`src/rtl/tam_pkg.sv`:
```
package tam_pkg;
   typedef enum logic [1:0] {
      ST_IDLE = 2'd0,  // waiting for a header byte, no earlier selection
      ST_LOW  = 2'd1,  // write header matched, low address byte expected
      ST_ADDR = 2'd2,  // selected
      ST_HOLD = 2'd3   // selected before a repeated START, header pending
   } tam_state_e;

   localparam logic [4:0] TAM_HDR_MARK = 5'b11110;
endpackage

```
`src/rtl/tam_hdr_decode.sv`:
```
module tam_hdr_decode
   import tam_pkg::*;
#(
   parameter int                ADDR_W    = 10,
   parameter logic [ADDR_W-1:0] TGT_ADDR  = 10'h2A5,
   parameter bit                TEN_BIT   = 1'b1,
   parameter logic [6:0]        TGT_ADDR7 = 7'h3C
) (
   input  logic [7:0] byte_i,
   output logic       hdr_wr_hit_o,
   output logic       hdr_rd_hit_o,
   output logic       lo_hit_o
);
   localparam int HI_W = ADDR_W - 8;

   generate
      if (TEN_BIT) begin : g_ten
         logic [6:0] hdr_key;
         assign hdr_key      = {TAM_HDR_MARK, TGT_ADDR[ADDR_W-1 -: HI_W]};
         assign hdr_wr_hit_o = (byte_i[7:1] == hdr_key) && !byte_i[0];
         assign hdr_rd_hit_o = (byte_i[7:1] == hdr_key) &&  byte_i[0];
         assign lo_hit_o     = (byte_i == TGT_ADDR[7:0]);
      end else begin : g_seven
         assign hdr_wr_hit_o = (byte_i[7:1] == TGT_ADDR7) && !byte_i[0];
         assign hdr_rd_hit_o = (byte_i[7:1] == TGT_ADDR7) &&  byte_i[0];
         assign lo_hit_o     = 1'b0;
      end
   endgenerate
endmodule

```
`src/rtl/tam_ctrl.sv`:
```
module tam_ctrl
   import tam_pkg::*;
#(
   parameter bit TEN_BIT = 1'b1
) (
   input  logic clk,
   input  logic rst_n,
   input  logic start_i,
   input  logic rstart_i,
   input  logic stop_i,
   input  logic byte_vld_i,
   input  logic hdr_wr_hit_i,
   input  logic hdr_rd_hit_i,
   input  logic lo_hit_i,
   output logic ack_o,
   output logic addressed_o,
   output logic xmit_o
);
   tam_state_e state_q, state_d;
   logic       xmit_q, xmit_d;
   logic       ack_q, hit_d;

   always_comb begin
      state_d = state_q;
      xmit_d  = xmit_q;
      hit_d   = 1'b0;
      if (stop_i || start_i) begin
         state_d = ST_IDLE;
         xmit_d  = 1'b0;
      end else if (rstart_i) begin
         // remember a selection across the repeated START; drop partial matches
         state_d = (state_q == ST_ADDR || state_q == ST_HOLD) ? ST_HOLD : ST_IDLE;
      end else if (byte_vld_i) begin
         case (state_q)
            ST_IDLE: begin
               if (TEN_BIT) begin
                  if (hdr_wr_hit_i) begin
                     hit_d   = 1'b1;
                     state_d = ST_LOW;
                  end
               end else if (hdr_wr_hit_i || hdr_rd_hit_i) begin
                  hit_d   = 1'b1;
                  state_d = ST_ADDR;
                  xmit_d  = hdr_rd_hit_i;
               end
            end
            ST_HOLD: begin
               hit_d   = 1'b1;
               xmit_d  = 1'b0;
               if (TEN_BIT && hdr_wr_hit_i) begin
                  state_d = ST_LOW;
               end else if (hdr_rd_hit_i || (!TEN_BIT && hdr_wr_hit_i)) begin
                  state_d = ST_ADDR;
                  xmit_d  = hdr_rd_hit_i;
               end else begin
                  hit_d   = 1'b0;
                  state_d = ST_IDLE;
               end
            end
            ST_LOW: begin
               xmit_d = 1'b0;
               if (lo_hit_i) begin
                  hit_d   = 1'b1;
                  state_d = ST_ADDR;
               end else begin
                  state_d = ST_IDLE;
               end
            end
            default: ;  // ST_ADDR: data bytes belong to another block
         endcase
      end
   end

   always_ff @(posedge clk) begin
      if (!rst_n) begin
         state_q <= ST_IDLE;
         xmit_q  <= 1'b0;
         ack_q   <= 1'b0;
      end else begin
         state_q <= state_d;
         xmit_q  <= xmit_d;
         ack_q   <= hit_d;
      end
   end

   assign ack_o       = ack_q;
   assign addressed_o = (state_q == ST_ADDR) || (state_q == ST_HOLD);
   assign xmit_o      = xmit_q;

   // an acknowledge only follows a byte strobe
   assert_ack_after_strobe_R2: assert property (@(posedge clk) disable iff (!rst_n)
      ack_o |-> $past(byte_vld_i));

   // STOP leaves the target deselected and silent
   assert_stop_clears_R9: assert property (@(posedge clk) disable iff (!rst_n)
      stop_i |=> (!addressed_o && !ack_o && !xmit_o));

   // selection and direction stay put while no bus condition occurs
   assert_sel_holds_R5: assert property (@(posedge clk) disable iff (!rst_n)
      (state_q == ST_ADDR && !stop_i && !start_i && !rstart_i)
      |=> (addressed_o && $stable(xmit_o)));

   generate
      if (TEN_BIT) begin : g_ten_chk
         // transmitter role only from a remembered selection
         assert_read_needs_memory_R7: assert property (@(posedge clk) disable iff (!rst_n)
            $rose(xmit_o) |-> ($past(state_q) == ST_HOLD));
         // receiver selection only through the low-byte step
         assert_rx_via_low_R4: assert property (@(posedge clk) disable iff (!rst_n)
            ($rose(addressed_o) && !xmit_o) |-> ($past(state_q) == ST_LOW));
      end
   endgenerate
endmodule

```
`src/rtl/tenbit_addr_match.sv`:
```
module tenbit_addr_match
   import tam_pkg::*;
#(
   parameter int                ADDR_W    = 10,
   parameter logic [ADDR_W-1:0] TGT_ADDR  = 10'h2A5,
   parameter bit                TEN_BIT   = 1'b1,
   parameter logic [6:0]        TGT_ADDR7 = 7'h3C
) (
   input  logic       clk,
   input  logic       rst_n,
   input  logic       start_i,
   input  logic       rstart_i,
   input  logic       stop_i,
   input  logic       byte_vld_i,
   input  logic [7:0] byte_i,
   output logic       ack_o,
   output logic       addressed_o,
   output logic       xmit_o
);
   generate
      if (ADDR_W != 10) begin : g_bad_width
         $error("tenbit_addr_match: ADDR_W must be 10");
      end
      if (!TEN_BIT && (TGT_ADDR7[6:2] == TAM_HDR_MARK)) begin : g_bad_seven
         $error("tenbit_addr_match: 7-bit address collides with the 10-bit header mark");
      end
   endgenerate

   logic hdr_wr_hit, hdr_rd_hit, lo_hit;

   tam_hdr_decode #(
      .ADDR_W   (ADDR_W),
      .TGT_ADDR (TGT_ADDR),
      .TEN_BIT  (TEN_BIT),
      .TGT_ADDR7(TGT_ADDR7)
   ) u_dec (
      .byte_i      (byte_i),
      .hdr_wr_hit_o(hdr_wr_hit),
      .hdr_rd_hit_o(hdr_rd_hit),
      .lo_hit_o    (lo_hit)
   );

   tam_ctrl #(
      .TEN_BIT(TEN_BIT)
   ) u_ctrl (
      .clk         (clk),
      .rst_n       (rst_n),
      .start_i     (start_i),
      .rstart_i    (rstart_i),
      .stop_i      (stop_i),
      .byte_vld_i  (byte_vld_i),
      .hdr_wr_hit_i(hdr_wr_hit),
      .hdr_rd_hit_i(hdr_rd_hit),
      .lo_hit_i    (lo_hit),
      .ack_o       (ack_o),
      .addressed_o (addressed_o),
      .xmit_o      (xmit_o)
   );
endmodule

```
`config.mk`:
```
export PLATFORM = sky130hd
export DESIGN_NAME = tenbit_addr_match
export DESIGN_NICKNAME = d
export VERILOG_FILES = /design/src/rtl/tam_pkg.sv /design/src/rtl/tam_hdr_decode.sv /design/src/rtl/tam_ctrl.sv /design/src/rtl/tenbit_addr_match.sv
export SDC_FILE = /design/constraint.sdc
export NUM_CORES = 1
export LEC_CHECK = 0
export BUFFER_PORTS_ARGS = -buffer_cell sky130_fd_sc_hd__buf_2
export CORE_AREA = 2 2 39 41
export DETAILED_ROUTE_END_ITERATION = 8
export DIE_AREA = 0 0 41 43
export GPL_ROUTABILITY_DRIVEN = 0
export PLACE_DENSITY = 0.54
export SYNTH_ARGS = -nofsm -noshare
export SYNTH_HDL_FRONTEND = slang
export SYNTH_SLANG_ARGS = --single-unit
export TNS_END_PERCENT = 30
```
`constraint.sdc`:
```
create_clock -name clk -period 3.8 [get_ports clk]
set_input_delay 0.19 -clock clk [delete_from_list [all_inputs] [get_ports clk]]
set_output_delay 0.19 -clock clk [all_outputs]
set_load 0.01 [all_outputs]
```
# Word-level counts from Yosys, hierarchy flattened
# Index checks and enable logic that the tools add are counted.
# word_totals
register_bits	4
input_bits	14
mem_bits_ro	0
memories	0
ramBits	0
latchBits	0
# op_classes
n_eq_ne	6
add_sub_neg	0
div_mod_pow	0
reduce_logical	13
n_shift	0
mul	0
bitwise_logic	3
n_mux	15
order_cmp	0
# ops
operator	n
2-to-1 mux 2 bit	7
equality test 8 bit, second input constant	1
equality test 7 bit, second input constant	1
case mux 2 bit (3 select lines)	1
AND reduction 3 bit	2
2-to-1 mux 1 bit	5
equality test 2 bit, second input constant	2
nonzero test 2 bit	2
nonzero test 4 bit	1
OR reduction 4 bit	1
!= test 3 bit, second input constant	1
inverter 1 bit	3
case mux 1 bit (3 select lines)	1
equality test 2 x 1 -> 1 bit, second input constant	1
logical AND 1 bit	2
zero test 2 bit	1
logical OR 1 bit	2
case mux 1 bit (2 select lines)	1
OR reduction 2 bit	1
zero test 1 bit	1

# Logic depth before layout (Yosys ltp)
# Gate-level depths: netlist of run 1.
# depth
word_depth	7
depth_mapped	6

# Cells and area by module
# From an unflattened synthesis of run 1, not the netlist that was laid out.
# unflattened
hier_cells	33
area_unflattened_um2	274.0
# modules_own_cells
module	seq_area_each_um2	cells_each	area_each_um2	instances
tam_ctrl	80.1	26	230.2	1
tam_hdr_decode	0.0	7	43.8	1

# Least setup slack after synthesis of run 1
# No wires, ideal clock.
# synth_path
kind	flip-flop to flip-flop
from	register u_ctrl.state_q[0]
to	register u_ctrl.state_q[0]
path_stages_with_launch	7
t_arrival_ns	1.458
synth_period_minus_slack_ns	1.520
slack_ns	2.280
cell_sequence	dfxtp_1 -> inv_1 -> ha_1 -> inv_1 -> o21ai_0 -> or4b_1 -> nand3_1
# synth_between
elab_chain_len	4
word_cells_on_any_way	12
cone_classes	eq/ne (4); mux (4); reduce/logical (4)
# synth_lines
element	line	source
start, declared	tam_ctrl.sv:19	tam_state_e state_q, state_d;
start signal, assigned	tam_ctrl.sv:80	state_q <= state_d;
equality test 2 x 1 -> 1 bit (tied with other cells)	tam_ctrl.sv:34	case (state_q)
case mux 2 bit (3 select lines) or logical OR 1 bit (tied branches)	tam_ctrl.sv:34, tam_ctrl.sv:32	
2-to-1 mux 2 bit, on equally long branches	tam_ctrl.sv:33, tam_ctrl.sv:32	
2-to-1 mux 2 bit	tam_ctrl.sv:30	end else if (rstart_i) begin
# Parallel ways exist; a longest one is shown, timed or not. The select of a mux whose other input is x is not followed.
# A chain may end at the register's enable or synchronous reset.

# Worst setup path after layout of run 1
# Ends and elaborated chain as after synthesis.

==> impl_metrics.ini, run 1 <==
[status]
run_status = complete, no violations

[worst_setup_path]
rrSetupSlack_ns = 2.12
endpoint = u_ctrl.state_q[0]$_SDFFE_PP0P_
critPathSlowestCell = or4b_1
path_depth = 6
criticalPathCategory = reg -> reg
worstPathMaxFanout = 5
reg2regPathDepth = 6
required_ns = 3.99
worstSetupStartpoint = u_ctrl.state_q[0]$_SDFFE_PP0P_
path_cells = inv_1 > ha_1 > inv_1 > o21ai_0 > or4b_1 > nand3_1
cp-end-kind = register
cpLargestDelayFamily = simple AND/OR/NAND/NOR gates
slowest_delay_ns = 0.53
r2r-end = u_ctrl.state_q[0]$_SDFFE_PP0P_
critical-path-top-cell-by-count = inv_1
crit_buf_inv = 2
arrival_ns = 1.87
r2r_start = u_ctrl.state_q[0]$_SDFFE_PP0P_
cp-start-kind = register

[placement]
dp_hpwl_um = 789
dp_cells = 77
io_buffers = 16

[yosys]
ys_warn_count = 0
synth.net_count = 63
ys_seq_area_share_pct = 21.48
ys_types = 29
synthCells = 45
ys_ff_latch = 4
syn-cell-area_um2 = 372.9
synth_area_per_cell_um2 = 8.286

[timing]
fmax_mhz = 594.7
hold_viol_final = 0
fin_skew_ns = 0.003715
tightest_slew_ns = 0.4202
fin_crit_sh_pct = 44.25
min_period_ns = 1.682
drv_slew = 0
slew_headroom_pct = 71.59
rsz0062_at_grt = no
setup-violations-final = 0
fin_tns_setup_ns = 0

[finish]
num_antenna_cells = 0
finish.utilization_pct = 35.80
final_cells = 80
final_cell_mix = buf_2, ha_1, dfxtp_1
fin_nets = 84
layout_commonest_cell = buf_2
syn2layout_area_growth_pct = 32.89
drive_gt1_share_pct = 35.94

[route]
drt-total-wl_um = 955
vias = 408
ant_nets = 0
drc = 0
drt_iter0_drc = 8
drtPass1Iterations = 3
via_per_inst = 5.100
wl_per_cell_um = 11.94

[grt]
grt_pass1_vias = 370
grt_max_degree = 6
grt_use_total_pct = 13.51
grt_pass1_wl_um = 1518
overflow = 0
antenna_found_initial = 0

[die]
rows = 14
start_util_pct = 26.94
dieArea_um2 = 1763
core_region_area_um2 = 1384
die_h_um = 43
ios = 17
die_w_um = 41

[clock_network]
post_cts_resized = 0
htree_num_levels = 1
cts_root_buffer = clkbuf_4
cts_tree = yes
clockBufferDepth = 2
clk_latency_ns = 0.25
numCtsBuffers = 3
cts_hold_buf = 0
clk_pin_slew_ns = 0.05
clock-sinks = 4
postCtsSetupRepairBufs = 0

[pwr]
leakagePower_nw = 0.2133
power_density_nw_per_um2 = 235.7
peakVddDrop_mv = 0.07131

[run]
maxCapViolations = 0

[worst_hold_path]
hp-class = in -> reg
-- worst register-to-register path, cell delays in order (launching register included) --
cell     delay, ns
dfxtp_1       0.41
inv_1         0.09
ha_1          0.29
inv_1         0.05
o21ai_0       0.14
or4b_1        0.53
nand3_1       0.10
-- cell usage after synthesis --
library cell  instances  area, µm²
a21boi_1              1      7.510
a21oi_1               1      5.000
a22oi_1               1      7.510
a31o_2                1      8.760
a31oi_1               1      6.260
and4b_1               1      10.01
and4bb_1              1      12.51
dfxtp_1               4      80.08
ha_1                  4      50.05
inv_1                 3      11.26
nand2_1               3      11.26
nand2b_1              1      6.260
nand3_1               2      10.01
nand3b_1              1      7.510
nand4_1               1      6.260
nand4b_1              1      8.760
nor2_1                3      11.26
nor2_4                1      11.26
nor2b_1               1      6.260
nor3_1                2      10.01
nor3b_1               1      7.510
nor4b_1               1      8.760
o211ai_1              3      22.52
o21ai_0               1      5.000
o21bai_1              1      7.510
or2_0                 1      6.260
or2_2                 1      6.260
or3b_4                1      11.26
or4b_1                1      10.01
-- metal layers --
| layer | wire length [µm] | up-vias | GRT usage (%) | share of wire, % |
|---|---|---|---|---|
| met5 | 0 | - | 0 | 0 |
| met4 | 31 | 0 | 10.00 | 3.2 |
| met3 | 69 | 5 | 4.712 | 7.2 |
| met2 | 391 | 15 | 18.44 | 41 |
| met1 | 462 | 178 | 16.56 | 48 |
| li1 | - | 210 | - | - |
-- how the worst min path moves through the flow --
stage,from,end,slack (ns),cells after the start
finish,byte_vld_i,u_ctrl.ack_o$_SDFF_PP0_,0.23,3
global route,byte_vld_i,u_ctrl.ack_o$_SDFF_PP0_,0.23,3
CTS,byte_i[0],u_ctrl.ack_o$_SDFF_PP0_,0.22,3
detailed placement,byte_i[0],u_ctrl.ack_o$_SDFF_PP0_,0.48,3
global placement,byte_i[0],u_ctrl.ack_o$_SDFF_PP0_,0.48,3
floorplan,byte_i[0],u_ctrl.ack_o$_SDFF_PP0_,0.33,2
-- cell families after synthesis --
kind of cell | after synthesis | synth area share [%]
adders and majority gates | 4 | 13.42
DFF | 4 | 21.48
AOI/OAI and AO/OA | 10 | 18.79
buffers and inverters | 3 | 3.020
and+or+nand+nor | 24 | 43.30
-- area by class of cell --
class                           instances  area, µm²
Clock buffer                            3      22.52
Fill cell                             156      888.4
Inverter                                3      11.26
Multi-Input combinational cell         38      281.5
Sequential cell                         4      80.08
Tap cell                               16      20.02
Timing Repair Buffer                   16      80.08
-- through the flow --
stage	power (mW)	instance area, µm²	hold slack, ns	setup slack (ns)
3_5_place_dp	0.05838	473.0	0.4819	2.130
6_report	0.1168	495.5	0.2293	2.118
2_1_floorplan	0.04849	372.9	0.3269	2.281
3_3_place_gp	0.05817	473.0	0.4795	2.208
5_1_grt	0.1225	495.5	0.2319	1.964
4_1_cts	0.1184	495.5	0.2203	2.107
-- flip-flops by register name, summed over array words and instances, names as in the netlist --
| register | count |
|---|---|
| u_ctrl.xmit_o | 1 |
| u_ctrl.state_q | 2 |
| u_ctrl.ack_o | 1 |
-- report_power, final --
group	switching [mW]	internal (mW)	total, mW
combinational	0.00755	0.00807	0.0156
clock	0.0233	0.0357	0.0591
sequential	0.00000336	0.0421	0.0421
Power figures use the tool's default switching activity.
==> inputs of run 2 (changes only) <==
--- a/config.mk
+++ b/config.mk
@@ -5,12 +5,13 @@
 export SDC_FILE = /design/constraint.sdc
 export NUM_CORES = 1
 export LEC_CHECK = 0
+export ABC_AREA = 1
 export BUFFER_PORTS_ARGS = -buffer_cell sky130_fd_sc_hd__buf_2
 export CORE_AREA = 2 2 39 41
 export DETAILED_ROUTE_END_ITERATION = 8
 export DIE_AREA = 0 0 41 43
 export GPL_ROUTABILITY_DRIVEN = 0
-export PLACE_DENSITY = 0.54
+export PLACE_DENSITY = 0.59
 export SYNTH_ARGS = -nofsm -noshare
 export SYNTH_HDL_FRONTEND = slang
 export SYNTH_SLANG_ARGS = --single-unit
==> constraint.sdc (replaced) <==
create_clock -name clk -period 1.65 [get_ports clk]
set_input_delay 0.0825 -clock clk [delete_from_list [all_inputs] [get_ports clk]]
set_output_delay 0.0825 -clock clk [all_outputs]
set_load 0.01 [all_outputs]
==> impl_metrics.ini, run 2 <==
[status]
run_status = complete, no violations

[clock_network]
clk_pin_slew_ns = 0.04
numCtsBuffers = 3
post_cts_resized = 0
clk_latency_ns = 0.23
cts_hold_buf = 0
postCtsSetupRepairBufs = 0
cts_root_buffer = clkbuf_4
htree_num_levels = 1
clock-sinks = 4
clockBufferDepth = 2
cts_tree = yes

[yosys]
syn-cell-area_um2 = 425.4
synth_area_per_cell_um2 = 6.545
yosysMostFrequentCell = nand2_1
synth_edf_count = 0
synthCells = 65
synth_top_area_share_pct = 18.82
yosys.area.top_type = dfxtp_1
ys_seq_area_share_pct = 18.82
synthArstFlopShare_pct = 0
ys_top_cells_by_area = dfxtp_1, nand2_1, ha_1
synthFlopType = dfxtp_1
ys_types = 16
ys_warn_count = 0
ys_ff_latch = 4
ys_top_cells_by_count = nand2_1, inv_1, nand2_2, nand3_1
synth.net_count = 83

[finish]
layout_commonest_cell = nand2_1
num_antenna_cells = 0
fin_nets = 104
top_register = u_ctrl.state_q
final_cell_mix = nand2_1, buf_2, inv_1, nand2_2, nand3_1
drive_gt1_share_pct = 36.90
syn2layout_area_growth_pct = 28.82
largest_register_ffs = 2

[route]
drtPass1Iterations = 4
drc = 0
wl_per_cell_um = 8.780
ant_nets = 0
drt-total-wl_um = 878
vias = 459
drt_iter0_drc = 8
via_per_inst = 4.590

[worst_hold_path]
hp-class = in -> reg
hold_path_startpoint = rst_n
min_to = u_ctrl.state_q[0]$_SDFFE_PP0P_
hold-path-cell-count = 3

[worst_setup_path]
slowest_delay_ns = 0.37
path_cells = inv_1 > ha_1 > a21boi_4 > nand2_2 > nand2_2 > nand2_1 > a21oi_1
required_ns = 1.81
rrSetupSlack_ns = 0.33
r2r_start = u_ctrl.state_q[0]$_SDFFE_PP0P_
cp-start-kind = register
criticalPathCategory = reg -> reg
reg2regPathDepth = 7
critical-path-top-cell-by-count = nand2_2
arrival_ns = 1.48
r2r-end = u_ctrl.state_q[1]$_SDFFE_PP0P_
cp-end-kind = register
critPathSlowestCell = dfxtp_1
worstPathMaxFanout = 4

[pwr]
clock_power_share_pct = 43.8
power_density_nw_per_um2 = 494.5
finalPower_uw = 271.0
peakVddDrop_mv = 0.2738
p_sw_uw = 68.30
leakagePower_nw = 0.2938
seq_power_share_pct = 36.2
p_int_uw = 202.7
switching_share_pct = 25.20
comb_power_share_pct = 19.9

[timing]
rsz0062_at_grt = no
fin_tns_setup_ns = 0
drv_slew = 0
fin_skew_ns = 0.0007119
tightest_slew_ns = 0.1512
fin_crit_sh_pct = 79.94
fmax_mhz = 758.1
setup-violations-final = 0
slew_headroom_pct = 89.90
hold_viol_final = 0
min_period_ns = 1.319

[run]
maxCapViolations = 0

[grt]
grt_max_degree = 8
grt_pass1_vias = 364
grt_use_total_pct = 10.73
antenna_found_initial = 0
grt_pass1_wl_um = 1276
overflow = 0

[die]
die_h_um = 43
dieArea_um2 = 1763
start_util_pct = 30.74
ios = 17
rows = 14
core_region_area_um2 = 1384
die_w_um = 41

[placement]
dp_hpwl_um = 791.9
io_buffers = 16
-- run 2: changes by cell type after synthesis, sizes merged, moves of 3 or more --
cell	delta
inv	+10
o211ai	-3
nand2	+19
nand3	+4
nand4	+3
-- run 2: power by group through the flow --
stage | clock [mW] | combinational (mW) | sequential [mW]
floorplan | 0 | 0.0312 | 0.0996
global placement | 0 | 0.0537 | 0.0997
detailed placement | 0 | 0.0542 | 0.0997
CTS | 0.122 | 0.0546 | 0.0982
global route | 0.135 | 0.0604 | 0.0981
finish | 0.119 | 0.0540 | 0.0982
-- run 2: cells by family (layout without fill, tap and decap cells) --
family / after synthesis / in the layout / share of synthesized area (%)
AO/OA/AOI/OAI: 6 / 6 / 10.59
adder cells (fa/ha/maj): 4 / 4 / 11.77
buffers and inverters: 13 / 32 / 11.47
flip-flops: 4 / 4 / 18.82
AND/OR/NAND/NOR: 38 / 38 / 47.35
-- run 2: layer usage --
layer	vias to the layer above	global-route usage (%)	part of all wire [%]
met5	-	0	0
met4	0	2.000	0
met3	0	6.283	9.7
met2	21	18.44	52
met1	193	10.58	38
li1	245	-	-
-- run 2: stage by stage --
stage          hold WS, ns  instances  cell area, µm²  worst slack, ns  utilization, %
6_report            0.1335        100           548.0           0.3309           39.60
5_1_grt             0.1388        100           548.0           0.2358           39.60
4_1_cts             0.1296        100           548.0           0.3132           39.60
3_5_place_dp        0.3728         97           525.5           0.3219           37.97
3_3_place_gp        0.3761         97           525.5           0.3506           37.97
2_1_floorplan       0.2306         65           425.4           0.4160               -
-- run 2: layout make-up --
type	count	area, µm²
Clock buffer	3	22.52
Fill cell	162	835.8
Tap cell	16	20.02
Timing Repair Buffer	16	80.08
Sequential cell	4	80.08
Inverter	13	48.80
Multi-Input combinational cell	48	296.5
-- run 2: worst max path at each step --
stage / slack, ns / cells past startpoint / to / from
global route: 0.24 / 7 / u_ctrl.state_q[0]$_SDFFE_PP0P_ / u_ctrl.state_q[0]$_SDFFE_PP0P_
detailed placement: 0.32 / 7 / u_ctrl.state_q[1]$_SDFFE_PP0P_ / u_ctrl.state_q[0]$_SDFFE_PP0P_
CTS: 0.31 / 7 / u_ctrl.state_q[1]$_SDFFE_PP0P_ / u_ctrl.state_q[0]$_SDFFE_PP0P_
global placement: 0.35 / 7 / u_ctrl.state_q[1]$_SDFFE_PP0P_ / u_ctrl.state_q[0]$_SDFFE_PP0P_
floorplan: 0.42 / 7 / u_ctrl.state_q[0]$_SDFFE_PP0P_ / u_ctrl.state_q[0]$_SDFFE_PP0P_
finish: 0.33 / 7 / u_ctrl.state_q[1]$_SDFFE_PP0P_ / u_ctrl.state_q[0]$_SDFFE_PP0P_
-- run 2: critical path: cells and delay by family (launching register included) --
family          cells  cell delay, ns
compound gates      2            0.26
fa+ha+maj           1            0.34
buf+inv             1            0.09
flops               1            0.37
simple gates        3            0.19
